==> config.mk <==
export PLATFORM = sky130hd
export DESIGN_NAME = lcd_band_sequencer
export DESIGN_NICKNAME = d
export VERILOG_FILES = /design/src/rtl/lcd_seq_pkg.sv /design/src/rtl/lcd_ms_timer.sv /design/src/rtl/lcd_byte_writer.sv /design/src/rtl/lcd_row_cursor.sv /design/src/rtl/lcd_band_sequencer.sv
export SDC_FILE = /design/constraint.sdc
export NUM_CORES = 1
export LEC_CHECK = 0
export ABC_AREA = 1
export ABC_CLOCK_PERIOD_IN_PS = 3200
export BUFFER_PORTS_ARGS = -buffer_cell sky130_fd_sc_hd__buf_2
export CAP_MARGIN = 20
export CORE_UTILIZATION = 29
export DETAILED_ROUTE_END_ITERATION = 8
export GPL_ROUTABILITY_DRIVEN = 0
export SLEW_MARGIN = 15
export SYNTH_ARGS = -nofsm -noshare
export SYNTH_HDL_FRONTEND = slang
export SYNTH_HIERARCHICAL = 1
export SYNTH_SLANG_ARGS = --single-unit
==> constraint.sdc <==
create_clock -name clk -period 3.2 [get_ports clk]
set_input_delay 0.64 -clock clk [delete_from_list [all_inputs] [get_ports clk]]
set_output_delay 0.64 -clock clk [all_outputs]
set_load 0.02 [all_outputs]
==> src/rtl/lcd_seq_pkg.sv <==
package lcd_seq_pkg;

    typedef enum logic [3:0] {
        ST_BOOT,
        ST_RST_LOW,
        ST_PWR_WAIT,
        ST_CFG_SEND,
        ST_CFG_WAIT,
        ST_CFG_SETTLE,
        ST_IDLE,
        ST_CMD_SEND,
        ST_CMD_WAIT,
        ST_DAT_FETCH,
        ST_DAT_SEND,
        ST_DAT_WAIT,
        ST_FINISH
    } seq_state_t;

    typedef enum logic [1:0] {
        BW_IDLE,
        BW_SETUP,
        BW_STROBE,
        BW_HOLD
    } bw_state_t;

    typedef struct packed {
        logic       rs;
        logic [7:0] val;
    } bus_byte_t;

    localparam int CFG_LEN  = 12;
    localparam int HDR_LEN  = 5;

    localparam logic [7:0] IDX_MODE     = 8'h00;
    localparam logic [7:0] IDX_PITCH    = 8'h01;
    localparam logic [7:0] IDX_LINE_W   = 8'h02;
    localparam logic [7:0] IDX_DUTY     = 8'h03;
    localparam logic [7:0] IDX_ORG_LO   = 8'h08;
    localparam logic [7:0] IDX_ORG_HI   = 8'h09;
    localparam logic [7:0] IDX_CUR_LO   = 8'h0A;
    localparam logic [7:0] IDX_CUR_HI   = 8'h0B;
    localparam logic [7:0] IDX_RAM_WR   = 8'h0C;

    localparam logic [7:0] VAL_MODE     = 8'h32;
    localparam logic [7:0] VAL_PITCH    = 8'h07;
    localparam logic [7:0] VAL_DUTY     = 8'h7F;

    function automatic bus_byte_t cfg_entry(input logic [3:0] idx,
                                            input logic [7:0] line_m1);
        bus_byte_t b;
        case (idx)
            4'd0:    b = '{rs: 1'b1, val: IDX_MODE};
            4'd1:    b = '{rs: 1'b0, val: VAL_MODE};
            4'd2:    b = '{rs: 1'b1, val: IDX_PITCH};
            4'd3:    b = '{rs: 1'b0, val: VAL_PITCH};
            4'd4:    b = '{rs: 1'b1, val: IDX_LINE_W};
            4'd5:    b = '{rs: 1'b0, val: line_m1};
            4'd6:    b = '{rs: 1'b1, val: IDX_DUTY};
            4'd7:    b = '{rs: 1'b0, val: VAL_DUTY};
            4'd8:    b = '{rs: 1'b1, val: IDX_ORG_LO};
            4'd10:   b = '{rs: 1'b1, val: IDX_ORG_HI};
            default: b = '{rs: 1'b0, val: 8'h00};
        endcase
        return b;
    endfunction

    function automatic bus_byte_t hdr_entry(input logic [2:0]  step,
                                            input logic [15:0] addr);
        bus_byte_t b;
        case (step)
            3'd0:    b = '{rs: 1'b1, val: IDX_CUR_LO};
            3'd1:    b = '{rs: 1'b0, val: addr[7:0]};
            3'd2:    b = '{rs: 1'b1, val: IDX_CUR_HI};
            3'd3:    b = '{rs: 1'b0, val: addr[15:8]};
            default: b = '{rs: 1'b1, val: IDX_RAM_WR};
        endcase
        return b;
    endfunction

endpackage

==> src/rtl/lcd_ms_timer.sv <==
module lcd_ms_timer #(
    parameter int CLK_HZ = 50_000_000,
    parameter int MS_W   = 8
) (
    input  logic            clk,
    input  logic            rst_n,
    input  logic            load,
    input  logic [MS_W-1:0] load_ms,
    output logic            expire
);
    localparam int CYC_PER_MS = (CLK_HZ / 1000 > 0) ? CLK_HZ / 1000 : 1;
    localparam int PRE_W      = (CYC_PER_MS > 1) ? $clog2(CYC_PER_MS) : 1;
    localparam logic [PRE_W-1:0] PRE_TOP = PRE_W'(CYC_PER_MS - 1);

    logic [PRE_W-1:0] pre_q;
    logic [MS_W-1:0]  ms_q;
    logic             run_q;

    always_ff @(posedge clk) begin
        if (!rst_n) begin
            pre_q  <= '0;
            ms_q   <= '0;
            run_q  <= 1'b0;
            expire <= 1'b0;
        end else begin
            expire <= 1'b0;
            if (load) begin
                pre_q <= PRE_TOP;
                ms_q  <= load_ms;
                run_q <= 1'b1;
            end else if (run_q) begin
                if (pre_q == '0) begin
                    pre_q <= PRE_TOP;
                    if (ms_q <= MS_W'(1)) begin
                        run_q  <= 1'b0;
                        expire <= 1'b1;
                    end else begin
                        ms_q <= ms_q - MS_W'(1);
                    end
                end else begin
                    pre_q <= pre_q - PRE_W'(1);
                end
            end
        end
    end
endmodule

==> src/rtl/lcd_byte_writer.sv <==
module lcd_byte_writer
    import lcd_seq_pkg::*;
#(
    parameter int WR_PULSE = 2
) (
    input  logic       clk,
    input  logic       rst_n,
    input  logic       go,
    input  logic       rs_in,
    input  logic [7:0] data_in,
    output logic [7:0] lcd_data,
    output logic       lcd_rs,
    output logic       lcd_we_n,
    output logic       byte_done
);
    localparam int CNT_W = (WR_PULSE > 1) ? $clog2(WR_PULSE) : 1;
    localparam logic [CNT_W-1:0] CNT_LAST = CNT_W'(WR_PULSE - 1);

    bw_state_t        state_q, state_d;
    logic [CNT_W-1:0] cnt_q;
    logic [7:0]       data_q;
    logic             rs_q;

    always_ff @(posedge clk) begin
        if (!rst_n) begin
            state_q <= BW_IDLE;
            cnt_q   <= '0;
            data_q  <= '0;
            rs_q    <= 1'b0;
        end else begin
            state_q <= state_d;
            if (state_q == BW_IDLE && go) begin
                data_q <= data_in;
                rs_q   <= rs_in;
            end
            if (state_q == BW_STROBE) cnt_q <= cnt_q + CNT_W'(1);
            else                      cnt_q <= '0;
        end
    end

    always_comb begin
        state_d = state_q;
        unique case (state_q)
            BW_IDLE:   if (go) state_d = BW_SETUP;
            BW_SETUP:  state_d = BW_STROBE;
            BW_STROBE: if (cnt_q == CNT_LAST) state_d = BW_HOLD;
            BW_HOLD:   state_d = BW_IDLE;
            default:   state_d = BW_IDLE;
        endcase
    end

    always_comb begin
        lcd_data  = data_q;
        lcd_rs    = rs_q;
        lcd_we_n  = (state_q != BW_STROBE);
        byte_done = (state_q == BW_HOLD);
    end
endmodule

==> src/rtl/lcd_row_cursor.sv <==
module lcd_row_cursor #(
    parameter int LINE_BYTES = 30,
    parameter int BAND_LINES = 8,
    parameter int FB_AW      = 12,
    parameter int BAND_W     = 5
) (
    input  logic              clk,
    input  logic              rst_n,
    input  logic              load,
    input  logic [BAND_W-1:0] band,
    input  logic              line_adv,
    input  logic              byte_adv,
    output logic [FB_AW-1:0]  row_addr,
    output logic [FB_AW-1:0]  rd_addr,
    output logic              last_byte,
    output logic              last_line
);
    localparam int BIDX_W = (LINE_BYTES > 1) ? $clog2(LINE_BYTES) : 1;
    localparam int LINE_W = (BAND_LINES > 1) ? $clog2(BAND_LINES) : 1;
    localparam logic [FB_AW-1:0] BAND_BYTES = FB_AW'(LINE_BYTES * BAND_LINES);
    localparam logic [FB_AW-1:0] LINE_STEP  = FB_AW'(LINE_BYTES);

    logic [FB_AW-1:0]  base_q;
    logic [BIDX_W-1:0] bidx_q;
    logic [LINE_W-1:0] line_q;

    always_ff @(posedge clk) begin
        if (!rst_n) begin
            base_q <= '0;
            bidx_q <= '0;
            line_q <= '0;
        end else if (load) begin
            base_q <= FB_AW'(band) * BAND_BYTES;
            bidx_q <= '0;
            line_q <= '0;
        end else if (line_adv) begin
            base_q <= base_q + LINE_STEP;
            bidx_q <= '0;
            line_q <= line_q + LINE_W'(1);
        end else if (byte_adv) begin
            bidx_q <= bidx_q + BIDX_W'(1);
        end
    end

    always_comb begin
        row_addr  = base_q;
        rd_addr   = base_q + FB_AW'(bidx_q);
        last_byte = (bidx_q == BIDX_W'(LINE_BYTES - 1));
        last_line = (line_q == LINE_W'(BAND_LINES - 1));
    end
endmodule

==> src/rtl/lcd_band_sequencer.sv <==
module lcd_band_sequencer
    import lcd_seq_pkg::*;
#(
    parameter int CLK_HZ     = 50_000_000,
    parameter int WR_PULSE   = 2,
    parameter int RESET_MS   = 242,
    parameter int PWRUP_MS   = 50,
    parameter int CFG_MS     = 10,
    parameter int H_DOTS     = 240,
    parameter int V_DOTS     = 128,
    parameter int BAND_LINES = 8,
    localparam int LINE_BYTES = H_DOTS / 8,
    localparam int NUM_BANDS  = V_DOTS / BAND_LINES,
    localparam int FB_AW      = $clog2(LINE_BYTES * V_DOTS),
    localparam int BAND_W     = $clog2(NUM_BANDS) + 1
) (
    input  logic              clk,
    input  logic              rst_n,
    input  logic              refresh_req,
    input  logic [BAND_W-1:0] refresh_band,
    output logic              fb_rd_en,
    output logic [FB_AW-1:0]  fb_rd_addr,
    input  logic [7:0]        fb_rd_data,
    output logic [7:0]        lcd_data,
    output logic              lcd_rs,
    output logic              lcd_we_n,
    output logic              lcd_cs,
    output logic              lcd_rst_n,
    output logic              busy,
    output logic              band_done,
    output logic              band_err
);
    localparam int MS_MAX0 = (RESET_MS > PWRUP_MS) ? RESET_MS : PWRUP_MS;
    localparam int MS_MAX  = (MS_MAX0 > CFG_MS) ? MS_MAX0 : CFG_MS;
    localparam int MS_W    = $clog2(MS_MAX + 1);
    localparam logic [7:0] LINE_M1 = 8'(LINE_BYTES - 1);
    localparam logic [BAND_W-1:0] BAND_LIMIT = BAND_W'(NUM_BANDS);

    seq_state_t        state_q, state_d;
    logic [3:0]        cfg_idx_q;
    logic [2:0]        hdr_step_q;
    logic              err_q;

    logic              tmr_load, tmr_expire;
    logic [MS_W-1:0]   tmr_ms;
    logic              bw_go, bw_rs, bw_done;
    logic [7:0]        bw_data;
    logic              cur_load, cur_line_adv, cur_byte_adv;
    logic              cur_last_byte, cur_last_line;
    logic [FB_AW-1:0]  row_addr;
    logic              req_ok, req_bad;
    bus_byte_t         cfg_b, hdr_b;

    assign req_ok  = refresh_req && (refresh_band <  BAND_LIMIT);
    assign req_bad = refresh_req && (refresh_band >= BAND_LIMIT);
    assign cfg_b   = cfg_entry(cfg_idx_q, LINE_M1);
    assign hdr_b   = hdr_entry(hdr_step_q, 16'(row_addr));

    lcd_ms_timer #(.CLK_HZ(CLK_HZ), .MS_W(MS_W)) u_timer (
        .clk     (clk),
        .rst_n   (rst_n),
        .load    (tmr_load),
        .load_ms (tmr_ms),
        .expire  (tmr_expire)
    );

    lcd_byte_writer #(.WR_PULSE(WR_PULSE)) u_writer (
        .clk       (clk),
        .rst_n     (rst_n),
        .go        (bw_go),
        .rs_in     (bw_rs),
        .data_in   (bw_data),
        .lcd_data  (lcd_data),
        .lcd_rs    (lcd_rs),
        .lcd_we_n  (lcd_we_n),
        .byte_done (bw_done)
    );

    lcd_row_cursor #(
        .LINE_BYTES (LINE_BYTES),
        .BAND_LINES (BAND_LINES),
        .FB_AW      (FB_AW),
        .BAND_W     (BAND_W)
    ) u_cursor (
        .clk       (clk),
        .rst_n     (rst_n),
        .load      (cur_load),
        .band      (refresh_band),
        .line_adv  (cur_line_adv),
        .byte_adv  (cur_byte_adv),
        .row_addr  (row_addr),
        .rd_addr   (fb_rd_addr),
        .last_byte (cur_last_byte),
        .last_line (cur_last_line)
    );

    // state register and step counters
    always_ff @(posedge clk) begin
        if (!rst_n) begin
            state_q    <= ST_BOOT;
            cfg_idx_q  <= '0;
            hdr_step_q <= '0;
            err_q      <= 1'b0;
        end else begin
            state_q <= state_d;
            err_q   <= (state_q == ST_IDLE) && req_bad;
            if (state_q == ST_PWR_WAIT)
                cfg_idx_q <= '0;
            else if (state_q == ST_CFG_WAIT && bw_done)
                cfg_idx_q <= cfg_idx_q + 4'd1;
            if (state_q == ST_IDLE || state_q == ST_DAT_WAIT)
                hdr_step_q <= '0;
            else if (state_q == ST_CMD_WAIT && bw_done)
                hdr_step_q <= hdr_step_q + 3'd1;
        end
    end

    // next state
    always_comb begin
        state_d = state_q;
        unique case (state_q)
            ST_BOOT:       state_d = ST_RST_LOW;
            ST_RST_LOW:    if (tmr_expire) state_d = ST_PWR_WAIT;
            ST_PWR_WAIT:   if (tmr_expire) state_d = ST_CFG_SEND;
            ST_CFG_SEND:   state_d = ST_CFG_WAIT;
            ST_CFG_WAIT:   if (bw_done)
                               state_d = (cfg_idx_q == 4'(CFG_LEN - 1)) ? ST_CFG_SETTLE
                                                                       : ST_CFG_SEND;
            ST_CFG_SETTLE: if (tmr_expire) state_d = ST_IDLE;
            ST_IDLE:       if (req_ok) state_d = ST_CMD_SEND;
            ST_CMD_SEND:   state_d = ST_CMD_WAIT;
            ST_CMD_WAIT:   if (bw_done)
                               state_d = (hdr_step_q == 3'(HDR_LEN - 1)) ? ST_DAT_FETCH
                                                                        : ST_CMD_SEND;
            ST_DAT_FETCH:  state_d = ST_DAT_SEND;
            ST_DAT_SEND:   state_d = ST_DAT_WAIT;
            ST_DAT_WAIT:   if (bw_done) begin
                               if (!cur_last_byte)     state_d = ST_DAT_FETCH;
                               else if (cur_last_line) state_d = ST_FINISH;
                               else                    state_d = ST_CMD_SEND;
                           end
            ST_FINISH:     state_d = ST_IDLE;
            default:       state_d = ST_BOOT;
        endcase
    end

    // outputs and datapath controls
    always_comb begin
        lcd_rst_n    = 1'b1;
        lcd_cs       = 1'b1;
        busy         = 1'b1;
        band_done    = 1'b0;
        band_err     = err_q;
        fb_rd_en     = 1'b0;
        tmr_load     = 1'b0;
        tmr_ms       = '0;
        bw_go        = 1'b0;
        bw_rs        = 1'b0;
        bw_data      = '0;
        cur_load     = 1'b0;
        cur_line_adv = 1'b0;
        cur_byte_adv = 1'b0;
        unique case (state_q)
            ST_BOOT: begin
                lcd_rst_n = 1'b0;
                lcd_cs    = 1'b0;
                tmr_load  = 1'b1;
                tmr_ms    = MS_W'(RESET_MS);
            end
            ST_RST_LOW: begin
                lcd_rst_n = 1'b0;
                lcd_cs    = 1'b0;
                if (tmr_expire) begin
                    tmr_load = 1'b1;
                    tmr_ms   = MS_W'(PWRUP_MS);
                end
            end
            ST_PWR_WAIT: ;
            ST_CFG_SEND: begin
                bw_go   = 1'b1;
                bw_rs   = cfg_b.rs;
                bw_data = cfg_b.val;
            end
            ST_CFG_WAIT: begin
                if (bw_done && cfg_idx_q == 4'(CFG_LEN - 1)) begin
                    tmr_load = 1'b1;
                    tmr_ms   = MS_W'(CFG_MS);
                end
            end
            ST_CFG_SETTLE: ;
            ST_IDLE: begin
                lcd_cs   = 1'b0;
                busy     = 1'b0;
                cur_load = req_ok;
            end
            ST_CMD_SEND: begin
                bw_go   = 1'b1;
                bw_rs   = hdr_b.rs;
                bw_data = hdr_b.val;
            end
            ST_CMD_WAIT: ;
            ST_DAT_FETCH: fb_rd_en = 1'b1;
            ST_DAT_SEND: begin
                bw_go   = 1'b1;
                bw_rs   = 1'b0;
                bw_data = fb_rd_data;
            end
            ST_DAT_WAIT: begin
                if (bw_done) begin
                    cur_byte_adv = !cur_last_byte;
                    cur_line_adv = cur_last_byte && !cur_last_line;
                end
            end
            ST_FINISH: begin
                lcd_cs    = 1'b0;
                band_done = 1'b1;
            end
            default: ;
        endcase
    end
endmodule

Word-level counts from Yosys, hierarchy flattened
Memory sizes are Yosys's and may differ from the RTL's. A register that Yosys moved wholly into a read port is not among the register bits.
Cells that the tools add are included.
W data, S select, Z words.
- word-level logic and storage cells: 149
- register bits after elaboration: 70
- bits in writable memories: 0
- memory bits (read-only): 128
- output and inout port bits: 28
- memories: 1
- bits in latches: 0
- bits of input ports: 16
- shifts and indexed selects: 0
- equal/unequal tests: 33
- mux-type cells: 51
- reductions and logical operators: 31
- bitwise gates (word level): 3
- add/sub/neg operators: 9
- $mul: 1
- divide/modulo/power cells: 0
- magnitude comparators: 3
- memories (name ; words ; width ; read ports ; clocked after Yosys merged registers in ; write ports ; line ; source):
    (name not given) ; 16 ; 8 ; 1 ; 1 ; 0 ; lcd_seq_pkg.sv:51 ; case (idx)
- operators with widths (cell ; count):
    $mux W4 ; 13
    $pmux W4 S13 ; 1
    $mux W16 ; 3
    $pmux W8 S3 ; 2
    $pmux W9 S4 ; 1
    $mux W8 ; 4
    $eq A4 B4 Y1 const B ; 6
    $mux W12 ; 2
    $mux W1 ; 18
    $eq A4 B3 Y1 const B ; 4
    $logic_not A16 Y1 ; 1
    $sub A16 B1 Y16 const B ; 1
    $add A12 B5 Y12 ; 1
    $add A12 B5 Y12 const B ; 1
    $ne A2 B2 Y1 const B ; 6
    $ne A2 B1 Y1 const B ; 5
    $reduce_or A2 Y1 ; 5
    $eq A4 B2 Y1 const B ; 2
    $le A8 B1 Y1 const B ; 1
    $logic_and A1 B1 Y1 ; 8
    $mul A5 B4 Y8 const B ; 1
    $pmux W2 S4 ; 1
    $reduce_or A4 Y1 ; 2
    $sub A8 B1 Y8 const B ; 1
    29 further kinds ; 41

Longest topological paths before layout
- word-level depth: 7
- depth in mapped cells: 16
- depth with buffers taken out: 15

Modules after synthesis
The synthesis kept the hierarchy.
- modules (own cells, without submodules) (module ; instances ; seq. area each (sq um) ; area each (sq um) ; cells an instance):
    lcd_row_cursor ; 1 ; 380.4 ; 1684.1 ; 233
    lcd_ms_timer ; 1 ; 520.5 ; 1564.0 ; 229
    lcd_band_sequencer ; 1 ; 400.4 ; 1486.4 ; 245
    lcd_byte_writer ; 1 ; 240.2 ; 484.2 ; 62

Worst setup path after synthesis
No wires, ideal clock.
- path kind: in2reg
- start point: input port refresh_band[2]
- end point: register u_cursor.base_q[11] (netlist: u_cursor/row_addr[11])
- buffers on the path: 0
- setup time: 0.070 ns
- arrival time: 2.679 ns
- setup slack: 0.451 ns
- data required time: 3.130 ns
- stages: 11
- cell sequence: inv_1 -> fa_1 -> fa_1 -> inv_1 -> ha_1 -> or2_2 -> nand3_1 -> nand2_1 -> nand2_1 -> nand3_1 -> a21oi_1
- longest elaborated chain between the ends: 4
- elaborated cells between the ends (all ways): 6
- those cells by class: 1 x mul; 1 x order compare; 2 x mux; 2 x reduce/logical
- RTL lines (element ; line ; source):
    start: declaration ; lcd_band_sequencer.sv:20 ; input logic [BAND_W-1:0] refresh_band,
    parallel branches: the longest is 4 deep, another holds $mul A5 B4 Y8 ; -- ;
    end signal: assignment ; lcd_row_cursor.sv:33 ; base_q <= FB_AW'(band) * BAND_BYTES;
    end signal: assignment ; lcd_row_cursor.sv:37 ; base_q <= base_q + LINE_STEP;
    end: declaration ; lcd_row_cursor.sv:23 ; logic [FB_AW-1:0] base_q;
Several ways; the timed one is not identified.
A chain may end at the register's enable or synchronous reset.

Worst setup path after layout
- start point: register u_cursor.base_q[1] (netlist: u_cursor/row_addr[1])
- end point: output port fb_rd_addr[11]
- longest elaborated chain between the ends: 1
- RTL lines (element ; line ; source):
    $add A12 B5 Y12 ; lcd_row_cursor.sv:47 ; rd_addr = base_q + FB_AW'(bidx_q);
    end: declaration ; lcd_band_sequencer.sv:22 ; output logic [FB_AW-1:0] fb_rd_addr,
Every way passes these cells.

==> flow_summary.yaml <==
cells_and_area:
  utilization_pct: 34.2
  area_growth_pct: 14.0
  final_area_um2: 5950
  final_cells: 1046
  drive_gt1_share_pct: 14.7
  antenna_cells: 0
  final_nets: 872
route:
  drtAntennaViolNets: 0
  drt_iter0_drc: 269
  first_pass_iters: 5
  wire_per_inst_um: 11.7
  drc: 0
  vias: 4701
  post_drt_via_cell_ratio: 4.49
  wirelength_mm: 12.2
placed_design:
  dp_cells: 1030
  port-buffer-count: 43
  hpwl_mm: 9.72
  placedInstanceArea_um2: 5670
synthesis:
  synth_area_leader_cell: "dfxtp_1"
  synth_area_leaders: "dfxtp_1 30%, nand2_1 14%, nor2_1 8.0%, ha_1 7.7%, inv_1 6.5%"
  synth_top_family_by_area: "simple AND/OR/NAND/NOR gates"
  synth_cell_types: 49
  yosys.area_share.simple_pct: 37.2
  synth_seq_cells: 77
  synth_edf_count: 0
  yosys.cell_count.top_type: "nand2_1"
  synth_flop_cell: "dfxtp_1"
  synth_top_cell_area_share_pct: 29.5
  synthCells: 769
  ys_seq_area_share_pct: 29.5
  synth_compound_area_share_pct: 8.82
  yosys.area_share.adder_pct: 10.7
  synthArstFlopShare_pct: 0
  avgSynthCellArea_um2: 6.79
  netlist_top_cells_count: "188 x nand2_1, 111 x nor2_1, 91 x inv_1"
  yosysWarnings: 6
  synthMuxAreaShare_pct: 0.384
  synth_xor_area_share_pct: 4.36
  syn_area_um2: 5220
timing:
  post-route-period-util_pct: 91.0
  worst_slew_pin_slew_ns: 0.631
  hold_violations: 0
  clock_skew_ns: 0.0108
  fmax_ghz: 0.344
  fin_setup_tns_ns: 0
  finalSetupViolCount: 0
  slew_headroom_pct: 57.6
  finalMaxSlewViolations: 0
  grt_setup_unrepaired: "false"
  fin_crit_ns: 2.91
clock_network:
  cts_tree: "yes"
  cts_buffer_depth: 2
  cts-hold-fix-buffers: 0
  clk_pin_slew_worst_paths_ns: 0.06
  postCtsSetupRepairBufs: 0
  cts_sinks: 77
  clockRootBuffer: "clkbuf_16"
  htreeDepth: 3
  post_cts_resized: 0
  insertion_delay_ns: 0.34
  cts_made_buffers: 9
status:
  outcome: "completed"
grt:
  grt_pass1_vias: 4441
  grtUsageTotal_pct: 14.3
  antenna_found_initial: 0
  gr-total-overflow: 0
  grt_pass1_wl_mm: 20.9
  grt_max_degree: 20
critical_path:
  crit_type: "reg2out"
  worstPathMaxFanout: 3
  arrival_ns: 2.27
  crit_start: "u_cursor/row_addr[1]$_SDFFE_PP0P_"
  r2r_cells: 13
  worstPathRequired_ns: 2.56
  r2r_slack_ns: 0.86
  cp-endpoint: "fb_rd_addr[11]"
  endpoint_kind: "output port"
  worstReg2RegEnd: "u_cursor/row_addr[8]$_SDFFE_PN0P_"
  r2r_start: "u_cursor/bidx_q[0]$_SDFFE_PP0P_"
  startpoint_type: "register"
floorplan:
  num_rows: 48
  initial_core_util_pct: 30.0
  top_level_ports: 44
  dieArea_um2: 18500
  die_x_um: 136
  die-height_um: 136
  core_um2: 17400
job:
  drv_cap: 0
worst_hold_path:
  hold_path.class: "reg2reg"
pwr:
  power.density_nw_per_um2: 657
  ir_worst_vdd_mv: 0.558
  leakage_uw: 0.00284
[stage by stage]
stage | total power [uW] | worst slack, ns | hold WS [ns]
global placement | 2960 | 0.202 | 0.402
CTS | 3960 | 0.243 | 0.417
finish | 3910 | 0.289 | 0.415
global route | 4260 | 0.156 | 0.428
floorplan | 2660 | 0.451 | 0.390
detailed placement | 2980 | 0.193 | 0.408
[registers in the layout (all words and copies together), names as in the netlist, 2 cells and up]
signal / count
u_timer/ms_q: 8
u_writer/state_q: 2
hdr_step_q: 3
state_q: 4
cfg_idx_q: 4
u_cursor/row_addr: 11
cfg_b: 8
u_cursor/bidx_q: 5
u_cursor/line_q: 3
u_timer/pre_q: 16
u_writer/lcd_data: 8
[where the power goes]
group          internal, uW  total [uW]  switching (uW)
logic                   588        1700            1110
clock network           548         956             409
registers              1110        1260             148
total                  2240        3910            1670
[area by class of cell]
class | count | area [um^2]
Fill cell | 1922 | 11500
Multi-Input combinational cell | 581 | 3220
Timing Repair Buffer | 46 | 238
Clock buffer | 11 | 243
Sequential cell | 77 | 1540
Inverter | 101 | 388
Clock inverter | 5 | 35.0
Tap cell | 225 | 282
[critical path, cell delays in order (launching register included)]
cell and delay [ns]:
dfxtp_1 0.40, ha_1 0.19, inv_1 0.05, fa_1 0.41
o21ai_2 0.21, nand2_1 0.12, nor2_1 0.14, xor2_1 0.20
buf_2 0.20
[worst min path at each step]
stage | from | end | cells past startpoint
after detailed placement | u_writer/cnt_q$_SDFF_PN0_ | u_writer/cnt_q$_SDFF_PN0_ | 1
after global placement | u_writer/cnt_q$_SDFF_PN0_ | u_writer/cnt_q$_SDFF_PN0_ | 1
after floorplan | u_writer/cnt_q$_SDFF_PN0_ | u_writer/cnt_q$_SDFF_PN0_ | 1
after global routing | u_writer/cnt_q$_SDFF_PN0_ | u_writer/cnt_q$_SDFF_PN0_ | 1
after CTS | u_writer/cnt_q$_SDFF_PN0_ | u_writer/cnt_q$_SDFF_PN0_ | 1
final | u_writer/cnt_q$_SDFF_PN0_ | u_writer/cnt_q$_SDFF_PN0_ | 1
[cells by family after synthesis]
family,Yosys count
AO/OA/AOI/OAI,83
XOR/XNOR,26
adder cells (fa/ha/maj),40
buffers and inverters,112
flip-flops,77
multiplexers,2
other,2
AND/OR/NAND/NOR,427
[placed cells by master, fill, tap and decap left out, types with 5 or more instances in the layout]
cell	Yosys	routed
nand2_1	188	188
inv_1	91	91
fa_1	8	8
dfxtp_1	77	77
nor2_2	15	15
ha_1	32	32
a21oi_1	41	41
inv_2	7	7
nor2_4	6	6
clkbuf_16	0	9
nor2_1	111	111
nand4_1	8	8
buf_2	5	43
xor2_1	17	17
nand2_2	12	12
xnor2_1	9	9
nand3_2	5	5
o21ai_0	15	15
o21ai_1	10	10
nand3_1	61	61
[layer usage]
| metal | up-vias | routed length (um) | track usage, % |
|---|---|---|---|
| li1 | 2526 | - | - |
| met5 | - | 0 | 0 |
| met2 | 66 | 5620 | 23.5 |
| met3 | 9 | 401 | 3.36 |
| met4 | 0 | 50 | 2.96 |
| met1 | 2100 | 6170 | 18.8 |
(Power assumes the default switching activity.)
